### config.mk
export PLATFORM = sky130hd
export DESIGN_NAME = dbg_entry_ctrl
export DESIGN_NICKNAME = d
export VERILOG_FILES = /design/src/rtl/dbg_entry_pkg.sv /design/src/rtl/dbg_trace_counter.sv /design/src/rtl/dbg_cause_collect.sv /design/src/rtl/dbg_entry_fsm.sv /design/src/rtl/dbg_entry_ctrl.sv
export SDC_FILE = /design/constraint.sdc
export NUM_CORES = 1
export LEC_CHECK = 0
export ABC_AREA = 0
export ABC_CLOCK_PERIOD_IN_PS = 2400
export BUFFER_PORTS_ARGS = -buffer_cell sky130_fd_sc_hd__buf_2
export CORE_MARGIN = 8
export CORE_UTILIZATION = 50
export CTS_BUF_LIST = sky130_fd_sc_hd__clkbuf_8
export CTS_CLUSTER_DIAMETER = 120
export DETAILED_ROUTE_END_ITERATION = 12
export PLACE_DENSITY = 0.81
export SLEW_MARGIN = 20
export SYNTH_ARGS = -nofsm -noshare
export SYNTH_HDL_FRONTEND = slang
export SYNTH_HIERARCHICAL = 1
export SYNTH_SLANG_ARGS = --single-unit
export TNS_END_PERCENT = 50
### constraint.sdc
create_clock -name clk -period 2.4 [get_ports clk]
set_input_delay 0.24 -clock clk [delete_from_list [all_inputs] [get_ports clk]]
set_output_delay 0.24 -clock clk [all_outputs]
set_load 0.02 [all_outputs]
### src/rtl/dbg_entry_pkg.sv
package dbg_entry_pkg;
    typedef enum logic [1:0] {
        ST_RUN    = 2'd0,
        ST_WAKE   = 2'd1,
        ST_ARMED  = 2'd2,
        ST_HALTED = 2'd3
    } dbg_state_e;

    localparam int CAUSE_N     = 3;
    localparam int CAUSE_REQ   = 0;
    localparam int CAUSE_BKPT  = 1;
    localparam int CAUSE_TRACE = 2;
endpackage

### src/rtl/dbg_trace_counter.sv
module dbg_trace_counter #(
    parameter int TRACE_W = 8
) (
    input  logic               clk,
    input  logic               rst_n,
    input  logic               wr,
    input  logic [TRACE_W-1:0] wdata,
    input  logic               en,
    input  logic               exec_ok,
    input  logic               halted,
    output logic [TRACE_W-1:0] count,
    output logic               hit
);
    localparam logic [TRACE_W-1:0] ZERO = '0;

    logic at_zero;
    assign at_zero = (count == ZERO);
    assign hit     = en && exec_ok && at_zero && !halted;

    always_ff @(posedge clk) begin
        if (!rst_n) begin
            count <= ZERO;
        end else if (wr) begin
            count <= wdata;
        end else if (en && exec_ok && !at_zero && !halted) begin
            count <= count - 1'b1;
        end
    end

    // no executed instruction, no change to the count
    p_abort_no_dec_r8: assert property (@(posedge clk) disable iff (!rst_n)
        (!wr && !exec_ok) |=> $stable(count));
    // the count holds at zero
    p_no_underflow_r7: assert property (@(posedge clk) disable iff (!rst_n)
        (!wr && at_zero) |=> (count == ZERO));
    // a load wins over a decrement
    p_load_wins_r11: assert property (@(posedge clk) disable iff (!rst_n)
        wr |=> (count == $past(wdata)));
endmodule

### src/rtl/dbg_cause_collect.sv
module dbg_cause_collect
    import dbg_entry_pkg::*;
(
    input  logic               clk,
    input  logic               rst_n,
    input  logic               req_set,
    input  logic               bkpt_hit,
    input  logic               trace_hit,
    input  logic               halted,
    input  logic               release_ok,
    output logic [CAUSE_N-1:0] status,
    output logic               new_cause
);
    logic [CAUSE_N-1:0] incoming;

    always_comb begin
        incoming              = '0;
        incoming[CAUSE_REQ]   = req_set;
        incoming[CAUSE_BKPT]  = bkpt_hit;
        incoming[CAUSE_TRACE] = trace_hit;
        if (halted) incoming = '0;
    end

    assign new_cause = |incoming;

    always_ff @(posedge clk) begin
        if (!rst_n || release_ok) begin
            status <= '0;
        end else begin
            status <= status | incoming;
        end
    end

    // a release clears every recorded cause
    p_clear_on_release_r10: assert property (@(posedge clk) disable iff (!rst_n)
        release_ok |=> (status == '0));
    // nothing is recorded while halted
    p_frozen_halted_r12: assert property (@(posedge clk) disable iff (!rst_n)
        (halted && !release_ok) |=> $stable(status));
endmodule

### src/rtl/dbg_entry_fsm.sv
module dbg_entry_fsm
    import dbg_entry_pkg::*;
(
    input  logic       clk,
    input  logic       rst_n,
    input  logic       new_cause,
    input  logic       low_power,
    input  logic       latched,
    input  logic       release_dbg,
    output dbg_state_e state,
    output logic       debug_mode,
    output logic       wake_req,
    output logic       core_halt
);
    dbg_state_e state_nx;

    always_comb begin
        state_nx = state;
        unique case (state)
            ST_RUN:    if (new_cause) state_nx = low_power ? ST_WAKE : ST_ARMED;
            ST_WAKE:   if (!low_power) state_nx = ST_ARMED;
            ST_ARMED:  if (latched) state_nx = ST_HALTED;
            ST_HALTED: if (release_dbg) state_nx = ST_RUN;
            default:   state_nx = ST_RUN;
        endcase
    end

    always_ff @(posedge clk) begin
        if (!rst_n) state <= ST_RUN;
        else        state <= state_nx;
    end

    always_comb begin
        debug_mode = 1'b0;
        wake_req   = 1'b0;
        core_halt  = 1'b0;
        unique case (state)
            ST_RUN:    ;
            ST_WAKE:   wake_req = 1'b1;
            ST_ARMED:  core_halt = latched;
            ST_HALTED: begin
                debug_mode = 1'b1;
                core_halt  = 1'b1;
            end
            default:   ;
        endcase
    end

    // halting needs a latched instruction
    p_halt_after_latch_r2: assert property (@(posedge clk) disable iff (!rst_n)
        (state == ST_ARMED && !latched) |=> (state != ST_HALTED));
    // a cause while asleep asks for wake-up
    p_wake_lowpower_r3: assert property (@(posedge clk) disable iff (!rst_n)
        (state == ST_RUN && new_cause && low_power) |=> wake_req);
    // release leaves debug mode
    p_release_exit_r10: assert property (@(posedge clk) disable iff (!rst_n)
        (state == ST_HALTED && release_dbg) |=> !debug_mode);
    // release outside debug mode is ignored
    p_release_ignored_r10: assert property (@(posedge clk) disable iff (!rst_n)
        (state == ST_RUN && !new_cause) |=> (state == ST_RUN));
endmodule

### src/rtl/dbg_entry_ctrl.sv
module dbg_entry_ctrl
    import dbg_entry_pkg::*;
#(
    parameter int TRACE_W = 8
) (
    input  logic               clk,
    input  logic               rst_n,
    input  logic               instr_latched,
    input  logic               instr_executed,
    input  logic               instr_aborted,
    input  logic               instr_bkpt,
    input  logic               low_power,
    input  logic               dreq_set,
    input  logic               force_dbg,
    input  logic               trace_en,
    input  logic               trace_wr,
    input  logic [TRACE_W-1:0] trace_wdata,
    input  logic               release_dbg,
    output logic               debug_mode,
    output logic               wake_req,
    output logic               core_halt,
    output logic [CAUSE_N-1:0] cause_status,
    output logic [TRACE_W-1:0] trace_count
);
    dbg_state_e state;
    logic       exec_ok, halted, trace_hit, bkpt_hit, new_cause;

    assign exec_ok  = instr_executed && !instr_aborted;
    assign halted   = (state == ST_HALTED);
    assign bkpt_hit = exec_ok && instr_bkpt && force_dbg;

    dbg_trace_counter #(.TRACE_W(TRACE_W)) u_trace (
        .clk(clk), .rst_n(rst_n), .wr(trace_wr), .wdata(trace_wdata),
        .en(trace_en), .exec_ok(exec_ok), .halted(halted),
        .count(trace_count), .hit(trace_hit)
    );

    dbg_cause_collect u_cause (
        .clk(clk), .rst_n(rst_n), .req_set(dreq_set), .bkpt_hit(bkpt_hit),
        .trace_hit(trace_hit), .halted(halted),
        .release_ok(halted && release_dbg),
        .status(cause_status), .new_cause(new_cause)
    );

    dbg_entry_fsm u_fsm (
        .clk(clk), .rst_n(rst_n), .new_cause(new_cause), .low_power(low_power),
        .latched(instr_latched), .release_dbg(release_dbg), .state(state),
        .debug_mode(debug_mode), .wake_req(wake_req), .core_halt(core_halt)
    );

    // a breakpoint without force-debug arms nothing
    p_bkpt_ignored_r5: assert property (@(posedge clk) disable iff (!rst_n)
        (state == ST_RUN && exec_ok && instr_bkpt && !force_dbg && !dreq_set && !trace_hit)
        |=> (state == ST_RUN));
endmodule

-- Word-level counts from Yosys, hierarchy flattened
Cells that the tools add are included.
- add/sub/neg operators: 1
- multipliers: 0
- div/mod/pow operators: 0
- order comparisons: 0
- eq/ne operators: 7
- shifts and indexed selects: 0
- muxes and demuxes: 12
- bitwise logic cells: 1
- reductions and logical operators: 19
- operators by type and width (cell ; count):
    8-bit two-way mux ; 2
    2-bit two-way mux ; 5
    1-bit logical AND ; 9
    8-bit zero test ; 1
    2-bit != test (second input constant) ; 4
    2-bit case mux with 4 select lines ; 1
    8-bit by 1-bit subtractor with 8-bit output (second input constant) ; 1
    2-bit == test (second input constant) ; 2
    1-bit zero test ; 4
    4-bit AND reduction ; 1
    3-bit two-way mux ; 1
    3-bit bitwise OR ; 1
    3-bit OR reduction ; 1
    2-bit by 1-bit == test with 1-bit output (second input constant) ; 1
    2-bit zero test ; 1
    1-bit two-way mux ; 2
    1-bit case mux with 2 select lines ; 1
    2-bit nonzero test ; 1
    1-bit logical OR ; 1
- flip-flop bits (word level): 13
- latch bits: 0
- RAM bits: 0
- ROM bits: 0
- bits of input ports: 20
- output and inout port bits: 14
- word-level logic and storage cells: 43
- memories kept: 0

-- Logic depth before layout (Yosys ltp)
Gate-level depths: netlist of the first run.
- word-level depth: 9
- mapped depth: 9
- gate-level depth less buffers: 9

-- Hierarchy
Netlist of the first run, hierarchy kept.
- modules (own cells, without submodules) (module ; times used ; cells each ; area each (um2)):
    dbg_trace_counter ; 1 ; 61 ; 550.5
    dbg_entry_fsm ; 1 ; 22 ; 211.5
    dbg_cause_collect ; 1 ; 15 ; 125.1
    dbg_entry_ctrl ; 1 ; 4 ; 31.3

-- Least setup slack after synthesis of the first run
No wires, ideal clock.
- path type: register -> register
- from: reg u_trace.count[0]
- to: reg u_fsm.state[0]
- library setup time: 0.072 ns
- data arrival time: 1.892 ns
- setup slack: 0.436 ns
- stages on the path, launching flop included: 10
- period minus slack after synthesis: 1.964 ns
- cell sequence: dfxtp_1 > inv_1 > ha_1 > nor3b_2 > and3_1 > nor3_1 > nor2_1 > nor2b_1 > a2111oi_4 > mux2i_1
- word-level cells in the longest chain between the ends: 7
- RTL lines (item ; line ; RTL):
    start: declaration ; dbg_trace_counter.sv:11 ; output logic [TRACE_W-1:0] count,
    start signal: assignment ; dbg_trace_counter.sv:24 ; count <= wdata;
    start signal: assignment ; dbg_trace_counter.sv:26 ; count <= count - 1'b1;
    8-bit zero test ; dbg_trace_counter.sv:17 ; assign at_zero = (count == ZERO);
    1-bit logical AND (2 in a row) ; dbg_trace_counter.sv:18 ; assign hit = en && exec_ok && at_zero && !halted;
    net trace_hit ; dbg_entry_ctrl.sv:26 ; logic exec_ok, halted, trace_hit, bkpt_hit, new_cause;
    3-bit two-way mux ; dbg_cause_collect.sv:21 ; if (halted) incoming = '0;
    3-bit OR reduction ; dbg_cause_collect.sv:24 ; assign new_cause = |incoming;
    net new_cause ; dbg_entry_ctrl.sv:26 ;
    2-bit != test (no source line) ; -- ;
    4-bit AND reduction (no source line) ; -- ;
    end signal: assignment ; dbg_entry_fsm.sv:30 ; else state <= state_nx;
    end: declaration ; dbg_entry_fsm.sv:10 ; output dbg_state_e state,
The timed path passes the listed nets, and every way through them passes these cells.
A chain may end at the register's enable or synchronous reset.

-- Final worst setup path of the first run
- from: reg u_trace.count[0]
- to: reg u_fsm.state[1]
The elaborated chain is that of the path after synthesis.

==> results.cfg, run 1 <==
[die]
dieArea_mm2 = 0.00346
rows = 15
die_x_um = 58.9
ioPinCount = 34
fp.dieH_um = 58.9
start_util = 0.532
core_area_mm2 = 0.00173

[place]
dp_hpwl_um = 1780
port_buffers = 33
place_congestion = 0.836
place_inst = 157
post_dp_cell_area_mm2 = 0.00110
pre_cts_ws_ns = 0.310

[timing]
setup_violations = 0
fin_ws_ns = 0.274
fin_setup_tns_ns = 0
fin_crit_sh = 0.886
grt_setup_unrepaired = false
finalCriticalPeriod_ns = 2.13
skew_ns = 0.00101
slew_violations = 0
final_hold_viol_count = 0
tightestPinTransition_ns = 0.599
fin_hold_ws_ns = 0.240
fmax_mhz = 470
max-slew-margin-rel = 0.595

[detailed_routing]
drt_iter0_drc = 17
antenna_left = 0
wl_per_cell_um = 13.8
wl_um = 2230
post_drt_via_cell_ratio = 5.22
drt-pass1-iter-count = 4
drc_errors = 0
num_vias = 841

[setup_path]
r2r_cells = 9
timing.rr.end = u_fsm/state[1]
r2r_start = u_trace/count[0]
critPathMaxFanout = 5
worstSetupEndpointType = register
required_ns = 2.58
start_kind = register
crit_path_end = u_fsm/state[1]
critical_path_arrival_ns = 2.30
cp-startpoint = u_trace/count[0]
path_class = register to register
r2r_slack_ns = 0.27

[power_and_ir_drop]
power_density_mw_per_mm2 = 739
leakage_nw = 0.537
irDropWorstVdd_mv = 0.568

[synth]
synth-simple-area-share = 0.335
synth.avg_cell_area_um2 = 9.00
synth-seq-cells = 13
synthMuxAreaShare = 0.0450
synth_edf_count = 0
syn_inst = 102
syn_nets = 128
synthAdderAreaFrac = 0.0817
synth-async-reset-ratio = 0
yosysTopAreaCell = dfxtp_1
synthXorXnorAreaFrac = 0.0381
yosysMostFrequentCell = dfxtp_1
yosysUniqueCellTypes = 38
yosysWarnings = 6
synth_top_area_share = 0.283
synth_top_cells_by_count = dfxtp_1, inv_1, ha_1, o21ai_0
synth-compound-area-share = 0.172
synth_top_family_by_area = simple AND/OR/NAND/NOR gates
netlist_area_um2 = 918
synth.area.top_cells = dfxtp_1, ha_1, nor4_4
synth_ff_type = dfxtp_1
ys_seq_area_frac = 0.283

[run]
drv_cap = 0

[clocking]
hold_buffers = 0
cts_root_buf = clkbuf_8
numCtsBuffers = 3
clock_sinks = 13
clk_latency_ns = 0.24
cts_htree_levels = 1
path_clk_slew_ns = 0.06
cts_resized = 0
tritoncts = yes
clockBufferDepth = 2
postCtsSetupRepairBufs = 0

[layout]
drive_gt1_frac = 0.346
fin_cells = 161
n_antenna_cell = 0
syn2layout_area_growth_pct = 25.1
regArea_um2 = 260
fin_nets = 163
fill_cells = 156
fin_area_mm2 = 0.00115
multi_input_area_um2 = 617

[global_route]
antenna_found_initial = 0
first_global_vias = 841
grt_max_degree = 17
grt_remaining_overflow = 0
grt_pass1_wl_um = 3770
track_usage = 0.139

[status]
status = finished clean

[hold_path]
worstHoldPathCells = 3
hold_path.class = input port to register
[flip-flops by register name (all words and copies together) (netlist names)]
register,cells
u_trace/count,8
u_cause/status,3
u_fsm/state,2
[kinds of logic (layout without fill, tap and decap cells)]
group	after synthesis	after routing
muxes	4	4
AOI/OAI and AO/OA	21	21
DFF	13	13
and+or+nand+nor	43	43
buffers and inverters	11	45
xor gates and xnor gates	4	4
adders and majority gates	6	6
[stage by stage]
| stage | total power [mW] | util |
|---|---|---|
| final | 0.849 | 0.665 |
| after floorplan | 0.567 | - |
| after global routing | 0.913 | 0.665 |
| after detailed placement | 0.661 | 0.639 |
| after CTS | 0.857 | 0.665 |
| after global placement | 0.646 | 0.639 |
[worst min-delay path by stage]
stage,from,slack [ns],to
after CTS,trace_wdata[7],0.24,u_trace/count[7]
after global routing,trace_wdata[7],0.26,u_trace/count[7]
after floorplan,rst_n,0.38,u_fsm/state[0]
final,trace_wdata[7],0.24,u_trace/count[7]
after detailed placement,u_cause/status[2],0.43,u_cause/status[2]
after global placement,u_cause/status[2],0.43,u_cause/status[2]
[cells in the final DEF (no fill, tap or decap), drive strengths merged, types with 2 or more instances in the layout]
cell	count
nand2	4
dfxtp	13
nor2b	5
clkbuf	3
nand2b	4
mux2i	3
ha	6
and3	2
nand3	5
a211oi	3
o21ai	7
nor3	5
nor4	2
xnor2	3
buf	33
inv	9
nor2	3
and4	2
a21oi	7
[metal layers]
metal,vias up,GRT usage,part of all wire
li1,431,-,-
met3,5,0.0413,0.053
met2,17,0.227,0.49
met5,-,0,0
met4,0,0.0717,0.017
met1,388,0.160,0.43
[worst max-delay path, stage by stage, from the launching register on]
cell and delay [ns]:
dfxtp_1 0.34, inv_1 0.13, ha_1 0.20, nor3b_2 0.31
and3_1 0.24, nor3_1 0.05, nor2_1 0.08, nor2b_1 0.07
a2111oi_4 0.41, mux2i_1 0.22
[area by class of cell]
class	count	area share
Clock buffer	3	0.0359
Timing Repair Buffer	33	0.144
Multi-Input combinational cell	78	0.537
Tap cell	25	0.0272
Sequential cell	13	0.227
Inverter	8	0.0261
Clock inverter	1	0.00327
[power by group]
part           total (mW)  leakage, nW  internal, mW  switching [mW]
clock               0.194       0.0269         0.113          0.0814
sequential          0.290        0.108         0.247          0.0432
combinational       0.364        0.403         0.175           0.190
Power figures use the tool's default switching activity.
==> run 2: changes to the inputs <==
--- a/config.mk
+++ b/config.mk
@@ -5,11 +5,11 @@
 export SDC_FILE = /design/constraint.sdc
 export NUM_CORES = 1
 export LEC_CHECK = 0
-export ABC_AREA = 0
+export ABC_AREA = 1
 export ABC_CLOCK_PERIOD_IN_PS = 2400
 export BUFFER_PORTS_ARGS = -buffer_cell sky130_fd_sc_hd__buf_2
 export CORE_MARGIN = 8
-export CORE_UTILIZATION = 50
+export CORE_UTILIZATION = 51
 export CTS_BUF_LIST = sky130_fd_sc_hd__clkbuf_8
 export CTS_CLUSTER_DIAMETER = 120
 export DETAILED_ROUTE_END_ITERATION = 12
==> run 2 against run 1 <==
- global-route usage grew 0.97 points
- synthesized cell count grew 59%
- combinational power grew 14%
- sequential power shrank 2%
- critical endpoint unchanged
- largest cell class unchanged
==> results.cfg, run 2 <==
[power_and_ir_drop]
leakage_nw = 0.706
power_density_mw_per_mm2 = 734
irDropWorstVdd_mv = 0.401
p_total_mw = 0.891

[layout]
top_register = u_trace/count
drive_gt1_frac = 0.259
fin_nets = 224
final_util = 0.645
n_antenna_cell = 0
fin_area_mm2 = 0.00121
fin_cells = 224
most-common-layout-cells = nand2_1, buf_2, inv_1, nor2_1, nand3_1
syn2layout_area_growth_pct = 23.6
layout_commonest_cell = nand2_1
reg.largest.list = u_trace/count x8, u_cause/status x3, u_fsm/state x2
largest_reg_flops = 8

[status]
status = finished clean

[setup_path]
cpPeakStageDelay_ns = 0.31
r2r_cells = 15
cpMaxStageDelayCell = dfxtp_1
start_kind = register
critPathMaxFanout = 7
cp_common_cell = nand2_1
worstSetupEndpointType = register
worstPathCellList = inv_1, ha_1, nand2_1, inv_1, nand2_4, nor2_1, nand2_1, nand3_1, inv_1, nand2_1, nand2_2, nor2_4, nand2_2, nand2_1, nor2_1
critical_path_arrival_ns = 1.81
required_ns = 2.54
path_class = register to register

[synth]
synth_top_area_share = 0.265
synth-simple-area-share = 0.442
yosysTopAreaCell = dfxtp_1
ys_seq_area_frac = 0.265
synth.area.top_cells = dfxtp_1, nand2_1, inv_1
synthXorXnorAreaFrac = 0.00892
synth_top_family_by_area = simple AND/OR/NAND/NOR gates
synth_top_cells_by_count = nand2_1, inv_1, nor2_1, nand3_1, dfxtp_1
yosysMostFrequentCell = nand2_1
syn_nets = 188
yosysUniqueCellTypes = 21
synth_edf_count = 0
synthMuxAreaShare = 0
synth-compound-area-share = 0.0790
syn_inst = 162
synthAdderAreaFrac = 0.0764
synth-seq-cells = 13
synth-async-reset-ratio = 0
netlist_area_um2 = 982
synth_ff_type = dfxtp_1
synth.avg_cell_area_um2 = 6.06
yosysWarnings = 6

[clocking]
cts_root_buf = clkbuf_8
clock_sinks = 13
tritoncts = yes
clk_latency_ns = 0.24
numCtsBuffers = 3
cts_htree_levels = 1
postCtsSetupRepairBufs = 0
clockBufferDepth = 2
hold_buffers = 0
cts_resized = 0
path_clk_slew_ns = 0.06

[run]
drv_cap = 0

[detailed_routing]
drt_iter0_drc = 38
post_drt_via_cell_ratio = 4.76
drt-pass1-iter-count = 4
drc_errors = 0
num_vias = 1067
wl_met3_um = 209
antenna_left = 0
wl_met2_um = 1190
wl_um = 2490
wl_per_cell_um = 11.1
maxUsedRoutingLayer = met4
wirelength_met1_um = 1040

[place]
port_buffers = 33
place_congestion = 0.873
pre_cts_ws_ns = 0.765
place_inst = 220
dp_hpwl_um = 1960
post_dp_cell_area_mm2 = 0.00117

[timing]
grt_setup_unrepaired = false
skew_ns = 0.00185
max-slew-margin-rel = 0.744
fin_hold_ws_ns = 0.274
final_hold_viol_count = 0
tightestPinTransition_ns = 0.384
slew_violations = 0
fin_crit_sh = 0.697
fin_setup_tns_ns = 0
finalCriticalPeriod_ns = 1.67
setup_violations = 0
fmax_mhz = 598
fin_ws_ns = 0.726

[die]
die_x_um = 59.9
rows = 16
core_area_mm2 = 0.00188
dieArea_mm2 = 0.00359
ioPinCount = 34
start_util = 0.522
fp.dieH_um = 59.9

[global_route]
first_global_vias = 1063
grt_max_degree = 12
track_usage = 0.149
grt_pass1_wl_um = 4170
grt_remaining_overflow = 0
antenna_found_initial = 0

[hold_path]
hold_path.class = input port to register
worstHoldPathCells = 3
## run 2: cell count changes after synthesis, moves of 4 or more
cell      before  now
inv_1          8   27
nor3_1         5    1
nor2b_1        5    0
nor2_1         3   24
nand2b_1       4    0
nand3_1        5   14
nand2_1        4   43
nand2_2        0    5
## run 2: layout make-up
type,instances,area (um^2)
fill,194,668
multi-input combinational,117,596
timing repair buffer,33,165
clock inverter,1,3.75
sequential,13,260
inverter,30,114
tap,27,33.8
clock buffer,3,41.3
## run 2: critical path, delay by kind of cell (launching register included)
kind	cells	cell delay (ns)
and+or+nand+nor	11	0.78
DFF	1	0.31
buffers and inverters	3	0.31
adders and majority gates	1	0.19
## run 2: logic make-up after synthesis
kind of cell    Yosys count
buf+inv                  32
fa+ha+maj                 6
compound gates           14
simple gates             96
flops                    13
xor+xnor                  1
## run 2: path summary, 6_finish.rpt
| check | endpoint | slack [ns] | from |
|---|---|---|---|
| max | u_fsm/state[1] | 0.73 | u_trace/count[0] |
| min | u_cause/status[0] | 0.27 | dreq_set |
| max reg2reg | u_fsm/state[1] | 0.73 | u_trace/count[0] |
| min reg2reg | u_cause/status[2] | 0.45 | u_cause/status[2] |
## run 2: report_power, final
group          total [mW]  switching (mW)  leakage, nW  internal, mW
sequential          0.284          0.0368        0.107         0.247
clock               0.192          0.0793       0.0269         0.113
combinational       0.414           0.261        0.572         0.153
## run 2: routing by layer
layer / vias to the layer above / GRT usage
met5: - / 0
met4: 0 / 0.0714
met3: 6 / 0.0495
met2: 42 / 0.269
met1: 457 / 0.148
li1: 562 / -
